File: config.mk
export PLATFORM = sky130hd
export DESIGN_NAME = rdma_port_engine
export DESIGN_NICKNAME = d
export VERILOG_FILES = /design/src/rtl/rdma_pkg.sv /design/src/rtl/rdma_addr_ctr.sv /design/src/rtl/rdma_count_ctr.sv /design/src/rtl/rdma_lane_xlate.sv /design/src/rtl/rdma_port_engine.sv
export SDC_FILE = /design/constraint.sdc
export NUM_CORES = 1
export LEC_CHECK = 0
export ABC_CLOCK_PERIOD_IN_PS = 5500
export BUFFER_PORTS_ARGS = -buffer_cell sky130_fd_sc_hd__buf_4
export CORE_ASPECT_RATIO = 0.8
export CORE_MARGIN = 2
export CORE_UTILIZATION = 44
export CTS_CLUSTER_SIZE = 25
export DETAILED_ROUTE_END_ITERATION = 10
export GPL_ROUTABILITY_DRIVEN = 1
export PLACE_DENSITY_LB_ADDON = 0.12
export SKIP_CTS_REPAIR_TIMING = 1
export SYNTH_ARGS = -nofsm -noshare
export SYNTH_HDL_FRONTEND = slang
export SYNTH_HIERARCHICAL = 1
export SYNTH_SLANG_ARGS = --single-unit
export TNS_END_PERCENT = 30
File: constraint.sdc
create_clock -name clk -period 5.5 [get_ports clk]
set_input_delay 0.825 -clock clk [delete_from_list [all_inputs] [get_ports clk]]
set_output_delay 0.825 -clock clk [all_outputs]
set_load 0.02 [all_outputs]
File: src/rtl/rdma_pkg.sv
package rdma_pkg;
  typedef enum logic [2:0] {
    SEL_ADDR_LO = 3'd0,
    SEL_ADDR_HI = 3'd1,
    SEL_CNT_LO  = 3'd2,
    SEL_CNT_HI  = 3'd3,
    SEL_CFG     = 3'd4
  } reg_sel_e;

  localparam int unsigned STEP_W = 3;

  function automatic logic [STEP_W-1:0] access_step(input logic dword, input logic wide);
    if (dword)     return 3'd4;
    else if (wide) return 3'd2;
    else           return 3'd1;
  endfunction
endpackage

File: src/rtl/rdma_addr_ctr.sv
module rdma_addr_ctr #(
  parameter int unsigned AW = 16,
  parameter int unsigned SW = 3
) (
  input  logic          clk,
  input  logic          rst_n,
  input  logic          wr_lo,
  input  logic          wr_hi,
  input  logic [7:0]    wdata,
  input  logic          adv,
  input  logic [SW-1:0] step,
  input  logic [AW-1:0] ring_start,
  input  logic [AW-1:0] ring_stop,
  output logic [AW-1:0] addr_q
);
  logic [AW-1:0] sum;
  logic [AW-1:0] nxt;

  assign sum = addr_q + AW'(step);

  always_comb begin
    nxt = addr_q;
    if (adv) nxt = (sum == ring_stop) ? ring_start : sum;
    if (wr_lo) nxt[7:0] = wdata;
    if (wr_hi) nxt[AW-1:8] = wdata[AW-9:0];
  end

  always_ff @(posedge clk or negedge rst_n) begin
    if (!rst_n) addr_q <= '0;
    else        addr_q <= nxt;
  end

  // landing on the stop address reloads the start address
  p_wrap_to_start_r4: assert property (@(posedge clk) disable iff (!rst_n)
    (adv && !wr_lo && !wr_hi && (sum == ring_stop)) |=> (addr_q == $past(ring_start)))
    else $error("wrap to ring start missed");

  // ordinary advance by the step
  p_step_advance_r2: assert property (@(posedge clk) disable iff (!rst_n)
    (adv && !wr_lo && !wr_hi && (sum != ring_stop)) |=> (addr_q == $past(addr_q) + AW'($past(step))))
    else $error("address did not advance by step");
endmodule

File: src/rtl/rdma_count_ctr.sv
module rdma_count_ctr #(
  parameter int unsigned CW = 16,
  parameter int unsigned SW = 3
) (
  input  logic          clk,
  input  logic          rst_n,
  input  logic          wr_lo,
  input  logic          wr_hi,
  input  logic [7:0]    wdata,
  input  logic          adv,
  input  logic [SW-1:0] step,
  input  logic          dma_cmd,
  input  logic          done_clr,
  output logic [CW-1:0] cnt_q,
  output logic          cnt_zero,
  output logic          done_q
);
  logic          last;
  logic          done_set;
  logic [CW-1:0] nxt;

  assign cnt_zero = (cnt_q == '0);
  assign last     = (cnt_q <= CW'(step));
  assign done_set = (adv && last) || (dma_cmd && cnt_zero);

  always_comb begin
    nxt = cnt_q;
    if (adv) nxt = last ? '0 : cnt_q - CW'(step);
    if (wr_lo) nxt[7:0] = wdata;
    if (wr_hi) nxt[CW-1:8] = wdata[CW-9:0];
  end

  always_ff @(posedge clk or negedge rst_n) begin
    if (!rst_n) begin
      cnt_q  <= '0;
      done_q <= 1'b0;
    end else begin
      cnt_q <= nxt;
      if (done_set)      done_q <= 1'b1;
      else if (done_clr) done_q <= 1'b0;
    end
  end

  // final access empties the count and raises the flag
  p_last_access_r5: assert property (@(posedge clk) disable iff (!rst_n)
    (adv && !wr_lo && !wr_hi && (cnt_q <= CW'(step))) |=> (cnt_q == '0 && done_q))
    else $error("count did not finish");

  // other accesses subtract the step
  p_count_down_r5: assert property (@(posedge clk) disable iff (!rst_n)
    (adv && !wr_lo && !wr_hi && (cnt_q > CW'(step))) |=> (cnt_q == $past(cnt_q) - CW'($past(step))))
    else $error("count decrement wrong");

  // command at zero count completes at once
  p_cmd_at_zero_r7: assert property (@(posedge clk) disable iff (!rst_n)
    (dma_cmd && cnt_zero) |=> done_q)
    else $error("zero-count command did not complete");

  // clear with no set drops the flag
  p_clear_r9: assert property (@(posedge clk) disable iff (!rst_n)
    (done_clr && !dma_cmd && !adv) |=> !done_q)
    else $error("flag clear failed");
endmodule

File: src/rtl/rdma_lane_xlate.sv
module rdma_lane_xlate #(
  parameter int unsigned AW         = 16,
  parameter int unsigned LANES      = 4,
  parameter int unsigned SW         = 3,
  parameter int unsigned PROM_BYTES = 32,
  parameter int unsigned WIN_LO     = 16'h4000,
  parameter int unsigned WIN_HI     = 16'h8000
) (
  input  logic [AW-1:0]          addr,
  input  logic [SW-1:0]          step,
  input  logic                   wr_fire,
  input  logic [8*LANES-1:0]     wdata,
  input  logic [8*LANES-1:0]     ram_rdata,
  output logic [LANES*AW-1:0]    ram_addr,
  output logic [LANES-1:0]       ram_we,
  output logic [8*LANES-1:0]     ram_wdata,
  output logic [8*LANES-1:0]     rd_word
);
  logic [AW-1:0] base;
  logic          in_win;

  assign base   = (step > SW'(1)) ? {addr[AW-1:1], 1'b0} : addr;
  assign in_win = (base < AW'(PROM_BYTES)) ||
                  ((base >= AW'(WIN_LO)) && (base < AW'(WIN_HI)));
  assign ram_wdata = wdata;

  for (genvar k = 0; k < LANES; k++) begin : g_lane
    logic lane_on;
    assign lane_on               = (SW'(k) < step);
    assign ram_addr[k*AW +: AW]  = base + AW'(k);
    assign ram_we[k]             = wr_fire && in_win && lane_on;
    assign rd_word[8*k +: 8]     = !lane_on ? 8'h00 :
                                   (in_win ? ram_rdata[8*k +: 8] : 8'hFF);
  end
endmodule

File: src/rtl/rdma_port_engine.sv
module rdma_port_engine
  import rdma_pkg::*;
#(
  parameter int unsigned AW         = 16,
  parameter int unsigned LANES      = 4,
  parameter int unsigned PROM_BYTES = 32,
  parameter int unsigned WIN_LO     = 16'h4000,
  parameter int unsigned WIN_HI     = 16'h8000,
  localparam int unsigned DW        = 8 * LANES,
  localparam int unsigned PW        = AW - 8
) (
  input  logic                clk,
  input  logic                rst_n,
  input  logic                reg_wr_en,
  input  logic [2:0]          reg_sel,
  input  logic [7:0]          reg_wdata,
  output logic [7:0]          reg_rdata,
  input  logic                dma_cmd,
  input  logic                done_clr,
  output logic                done_flag,
  input  logic [PW-1:0]       ring_start_pg,
  input  logic [PW-1:0]       ring_stop_pg,
  input  logic                dp_valid,
  output logic                dp_ready,
  input  logic                dp_write,
  input  logic                dp_dword,
  input  logic [DW-1:0]       dp_wdata,
  output logic                rsp_valid,
  input  logic                rsp_ready,
  output logic [DW-1:0]       rsp_data,
  output logic [LANES*AW-1:0] ram_addr,
  output logic [LANES-1:0]    ram_we,
  output logic [DW-1:0]       ram_wdata,
  input  logic [DW-1:0]       ram_rdata
);
  logic              cfg_wide;
  logic [STEP_W-1:0] step;
  logic              fire, wr_ok, adv;
  logic [AW-1:0]     addr_q, cnt_q;
  logic              cnt_zero;
  logic [DW-1:0]     rd_word;
  logic              rsp_valid_q;
  logic [DW-1:0]     rsp_data_q;
  logic              w_alo, w_ahi, w_clo, w_chi, w_cfg;

  assign w_alo = reg_wr_en && (reg_sel == SEL_ADDR_LO);
  assign w_ahi = reg_wr_en && (reg_sel == SEL_ADDR_HI);
  assign w_clo = reg_wr_en && (reg_sel == SEL_CNT_LO);
  assign w_chi = reg_wr_en && (reg_sel == SEL_CNT_HI);
  assign w_cfg = reg_wr_en && (reg_sel == SEL_CFG);

  assign step     = access_step(dp_dword, cfg_wide);
  assign dp_ready = !rsp_valid_q && !reg_wr_en && !dma_cmd;
  assign fire     = dp_valid && dp_ready;
  assign wr_ok    = fire && dp_write && !cnt_zero;
  assign adv      = (fire && !dp_write) || wr_ok;

  always_ff @(posedge clk or negedge rst_n) begin
    if (!rst_n)     cfg_wide <= 1'b0;
    else if (w_cfg) cfg_wide <= reg_wdata[0];
  end

  rdma_addr_ctr #(.AW(AW), .SW(STEP_W)) u_addr (
    .clk(clk), .rst_n(rst_n), .wr_lo(w_alo), .wr_hi(w_ahi), .wdata(reg_wdata),
    .adv(adv), .step(step),
    .ring_start({ring_start_pg, 8'h00}), .ring_stop({ring_stop_pg, 8'h00}),
    .addr_q(addr_q)
  );

  rdma_count_ctr #(.CW(AW), .SW(STEP_W)) u_cnt (
    .clk(clk), .rst_n(rst_n), .wr_lo(w_clo), .wr_hi(w_chi), .wdata(reg_wdata),
    .adv(adv), .step(step), .dma_cmd(dma_cmd), .done_clr(done_clr),
    .cnt_q(cnt_q), .cnt_zero(cnt_zero), .done_q(done_flag)
  );

  rdma_lane_xlate #(.AW(AW), .LANES(LANES), .SW(STEP_W), .PROM_BYTES(PROM_BYTES),
                    .WIN_LO(WIN_LO), .WIN_HI(WIN_HI)) u_lane (
    .addr(addr_q), .step(step), .wr_fire(wr_ok), .wdata(dp_wdata),
    .ram_rdata(ram_rdata), .ram_addr(ram_addr), .ram_we(ram_we),
    .ram_wdata(ram_wdata), .rd_word(rd_word)
  );

  always_ff @(posedge clk or negedge rst_n) begin
    if (!rst_n) begin
      rsp_valid_q <= 1'b0;
      rsp_data_q  <= '0;
    end else if (fire && !dp_write) begin
      rsp_valid_q <= 1'b1;
      rsp_data_q  <= rd_word;
    end else if (rsp_ready) begin
      rsp_valid_q <= 1'b0;
    end
  end

  assign rsp_valid = rsp_valid_q;
  assign rsp_data  = rsp_data_q;

  always_comb begin
    case (reg_sel)
      SEL_ADDR_LO: reg_rdata = addr_q[7:0];
      SEL_ADDR_HI: reg_rdata = 8'(addr_q[AW-1:8]);
      SEL_CFG:     reg_rdata = {7'd0, cfg_wide};
      default:     reg_rdata = 8'h00;
    endcase
  end

  // pending response holds until taken
  p_rsp_hold_r10: assert property (@(posedge clk) disable iff (!rst_n)
    (rsp_valid_q && !rsp_ready) |=> (rsp_valid_q && $stable(rsp_data_q)))
    else $error("response dropped or changed");

  // write at zero count leaves the address alone
  p_zero_write_ignored_r6: assert property (@(posedge clk) disable iff (!rst_n)
    (fire && dp_write && cnt_zero) |=> $stable(addr_q))
    else $error("ignored write moved the address");

  // lane enables only come from an accepted write with count left
  p_we_source_r6: assert property (@(posedge clk) disable iff (!rst_n)
    (|ram_we) |-> (fire && dp_write && !cnt_zero))
    else $error("stray RAM write enable");
endmodule

==> impl_metrics.yaml <==
worst_setup_path:
  path_cells: "buf_4 > nor2_1 > ha_1 > inv_1 > fa_1 > nand2b_1 > a2111oi_1 > xnor3_1 > nand4_1 > nor4_1 > o31ai_1"
  r2r-start: "cfg_wide"
  critPathKind: "input port to flip-flop"
  critPathMaxStageDelay_ns: 0.70
  path_max_fanout: 18
  critPathArrivalTime_ns: 4.75
  cp-start-kind: "input port"
  endpoint: "u_addr/addr_q[10]"
  critical-path-slowest-cell: "a2111oi_1"
  required_ns: 5.71
  worstRegToRegCells: 10
  rrSetupSlack_ns: 1.24
  r2r_end: "u_addr/addr_q[10]"
  startpoint: "dp_dword"
  end_kind: "flip-flop"
cts:
  root_buffer: "clkbuf_16"
  cts_buffers: 9
  clk_latency_ns: 0.33
  clockBufferDepth: 2
  clock_sinks: 67
  htreeDepth: 3
  clk_pin_slew_ns: 0.06
  cts_tree: "built"
power_and_ir_drop:
  power_density_nw_per_um2: 400.9
  power_frac_clock_pct: 17.7
  power_frac_comb_pct: 54.0
  p_leak_nw: 3.490
  internal-power_mw: 1.779
  p_sw_mw: 1.471
  ir_drop_mv: 0.1908
  pwr-share-seq_pct: 28.3
  power.share.switching_pct: 45.27
synth:
  yosysUniqueCellTypes: 94
  ys_ff_latch: 67
  synthArstFlopShare_pct: 100.0
  yosys-top-cells-area: "dfrtp_1 (25%), mux2_4 (6.8%), buf_4 (6.6%), xor2_1 (4.7%), o21a_1 (3.8%)"
  mappedNetlistArea_sq_um: 6830
  syn_area_per_cell_sq_um: 9.230
  yosysTopAreaCellShare_pct: 24.55
  ys.flop_type: "dfrtp_1"
  synth-edff-count: 0
  yosysSeqAreaShare_pct: 24.55
  synth_top_cell_by_area: "dfrtp_1"
  ys_warn_count: 6
  synthCells: 740
sta:
  slew-limit-headroom_pct: 34.68
  setup_tns_ns: 0
  period_share_pct: 82.61
  min_period_ns: 4.544
  finalSetupViolations: 0
  tightest_slew_ns: 0.9773
  fmax_ghz: 0.2201
  rsz0062_at_grt: "no"
  whs_ns: 0.5144
  fin_skew_ns: 0.008526
  finalHoldViolCount: 0
  slew_violations: 0
hold_path:
  hold_path.class: "flip-flop to flip-flop"
cells_and_area:
  drive_above_1_share_pct: 32.79
  final_area_sq_um: 8107
  area_growth_pct: 18.68
  antenna_cells: 0
  nNetsFinal: 968
  fillCellCount: 1406
run_status:
  status: "complete, no violations"
die:
  start_util_pct: 45.19
  rows: 40
  die-height_um: 115.4
  die-area_sq_um: 16540
  ios: 243
  coreArea_sq_um: 15110
  die_w_um: 143.3
route:
  vias_per_cell: 5.821
  drt_iter0_markers: 519
  routedWlPerCell_um: 20.62
  ant_nets: 0
  dr.pass1.iters: 5
  routed_wl_um: 22060
  vias: 6228
  drc: 0
global_routing:
  globalRouteOverflowTotal: 0
  grt_pass1_vias: 5823
  grtUsageTotal_pct: 26.38
  antenna_found_initial: 0
  grt_pass1_wl_um: 34000
  grt_max_degree: 68
placement:
  io_buffers: 178
  gp_congestion: 0.9410
  hpwl_um: 16460
  post_dp_cell_area_sq_um: 7812
job:
  max_cap_viol_count: 0
[logic make-up (layout without fill, tap and decap cells)]
family | after synthesis | in the layout | share of synthesized area (%)
flops | 67 | 67 | 24.55
buf+inv | 126 | 225 | 12.33
fa+ha+maj | 13 | 13 | 2.601
xor+xnor | 70 | 70 | 10.22
compound gates | 158 | 158 | 17.46
mux | 47 | 47 | 9.269
simple gates | 258 | 258 | 23.52
other cells | 1 | 22 | 0.05490
[power groups by stage]
| stage | logic (mW) | clock network (mW) | registers [mW] |
|---|---|---|---|
| floorplan | 1.22 | 0 | 0.886 |
| global placement | 1.73 | 0 | 0.917 |
| detailed placement | 1.74 | 0 | 0.925 |
| CTS | 1.75 | 0.585 | 0.918 |
| global route | 1.86 | 0.609 | 0.950 |
| finish | 1.76 | 0.574 | 0.921 |
[cell usage after synthesis, types with 6 or more instances]
cell	instances
a21oi_1	26
a31oi_1	17
and3_1	7
buf_1	8
buf_2	11
buf_4	60
clkbuf_1	11
dfrtp_1	67
ha_1	11
inv_1	24
mux2_4	31
mux2i_1	12
nand2_1	31
nand2b_1	6
nand3_1	22
nand4_1	15
nor2_1	53
nor2b_1	11
nor3_1	27
nor3b_1	12
nor4_1	6
nor4_2	13
o211ai_1	10
o21a_1	35
o21ai_0	9
o31ai_1	16
or3_1	8
or4_1	7
xnor2_1	27
xor2_1	37
[final cells by class]
type                            instances  area, sq um  area share (%)
Multi-Input combinational cell        568         4394           54.21
Sequential cell                        67         1677           20.68
Timing Repair Buffer                  185         1389           17.13
Tap cell                              210        262.8           3.241
Clock buffer                            9        225.2           2.778
Inverter                               24        90.09           1.111
Clock inverter                          7        68.82          0.8489
[state kept, by name, indices dropped and copies added, names as in the netlist]
register       count
cfg_wide           1
u_addr/addr_q     16
u_cnt/cnt_q       16
u_cnt/done_q       1
rsp_valid          1
rsp_data          32
[worst max-delay path, delay by kind of cell]
kind	cells	cell delay, ns
adders and majority gates	2	0.75
buffers and inverters	2	0.28
xor gates and xnor gates	1	0.27
and+or+nand+nor	4	1.79
AOI/OAI and AO/OA	2	0.84
[per-layer routing]
layer,GRT usage (%),up-vias,share of wire (%)
li1,-,2863,-
met1,37.30,3000,45
met2,42.04,320,44
met3,5.992,45,9.5
met4,4.967,0,1.4
met5,0,-,0
[stage by stage]
stage | total power [mW] | utilization (%) | worst slack [ns] | cells
6_report | 3.250 | 53.63 | 0.9563 | 1070
2_1_floorplan | 2.104 | - | 1.677 | 761
3_5_place_dp | 2.666 | 51.69 | 0.7469 | 1054
3_3_place_gp | 2.650 | 51.69 | 0.9585 | 1054
4_1_cts | 3.252 | 53.63 | 1.090 | 1070
5_1_grt | 3.422 | 53.63 | 0.6620 | 1070
[layout by cell type, fill, tap and decap left out, types with 12 or more instances in the layout]
master / instances
xor2_1: 37
dfrtp_1: 67
a31oi_1: 17
inv_1: 24
nand2_1: 31
nor3b_1: 12
xnor2_1: 27
mux2i_1: 12
buf_4: 185
nor2_1: 53
conb_1: 22
mux2_4: 31
nor3_1: 27
nor4_2: 13
a21oi_1: 25
o21a_1: 35
o31ai_1: 16
nand4_1: 15
nand3_1: 22
[how the worst min path moves through the flow]
stage	start	slack (ns)	end	cells after the start
global route	rsp_data[23]	0.53	rsp_data[23]	1
floorplan	cfg_wide	0.52	cfg_wide	1
finish	rsp_data[6]	0.51	rsp_data[6]	1
CTS	rsp_data[6]	0.51	rsp_data[6]	1
global placement	rsp_data[26]	0.50	rsp_data[26]	1
detailed placement	rsp_data[10]	0.50	rsp_data[10]	1
Power figures use the tool's default switching activity.
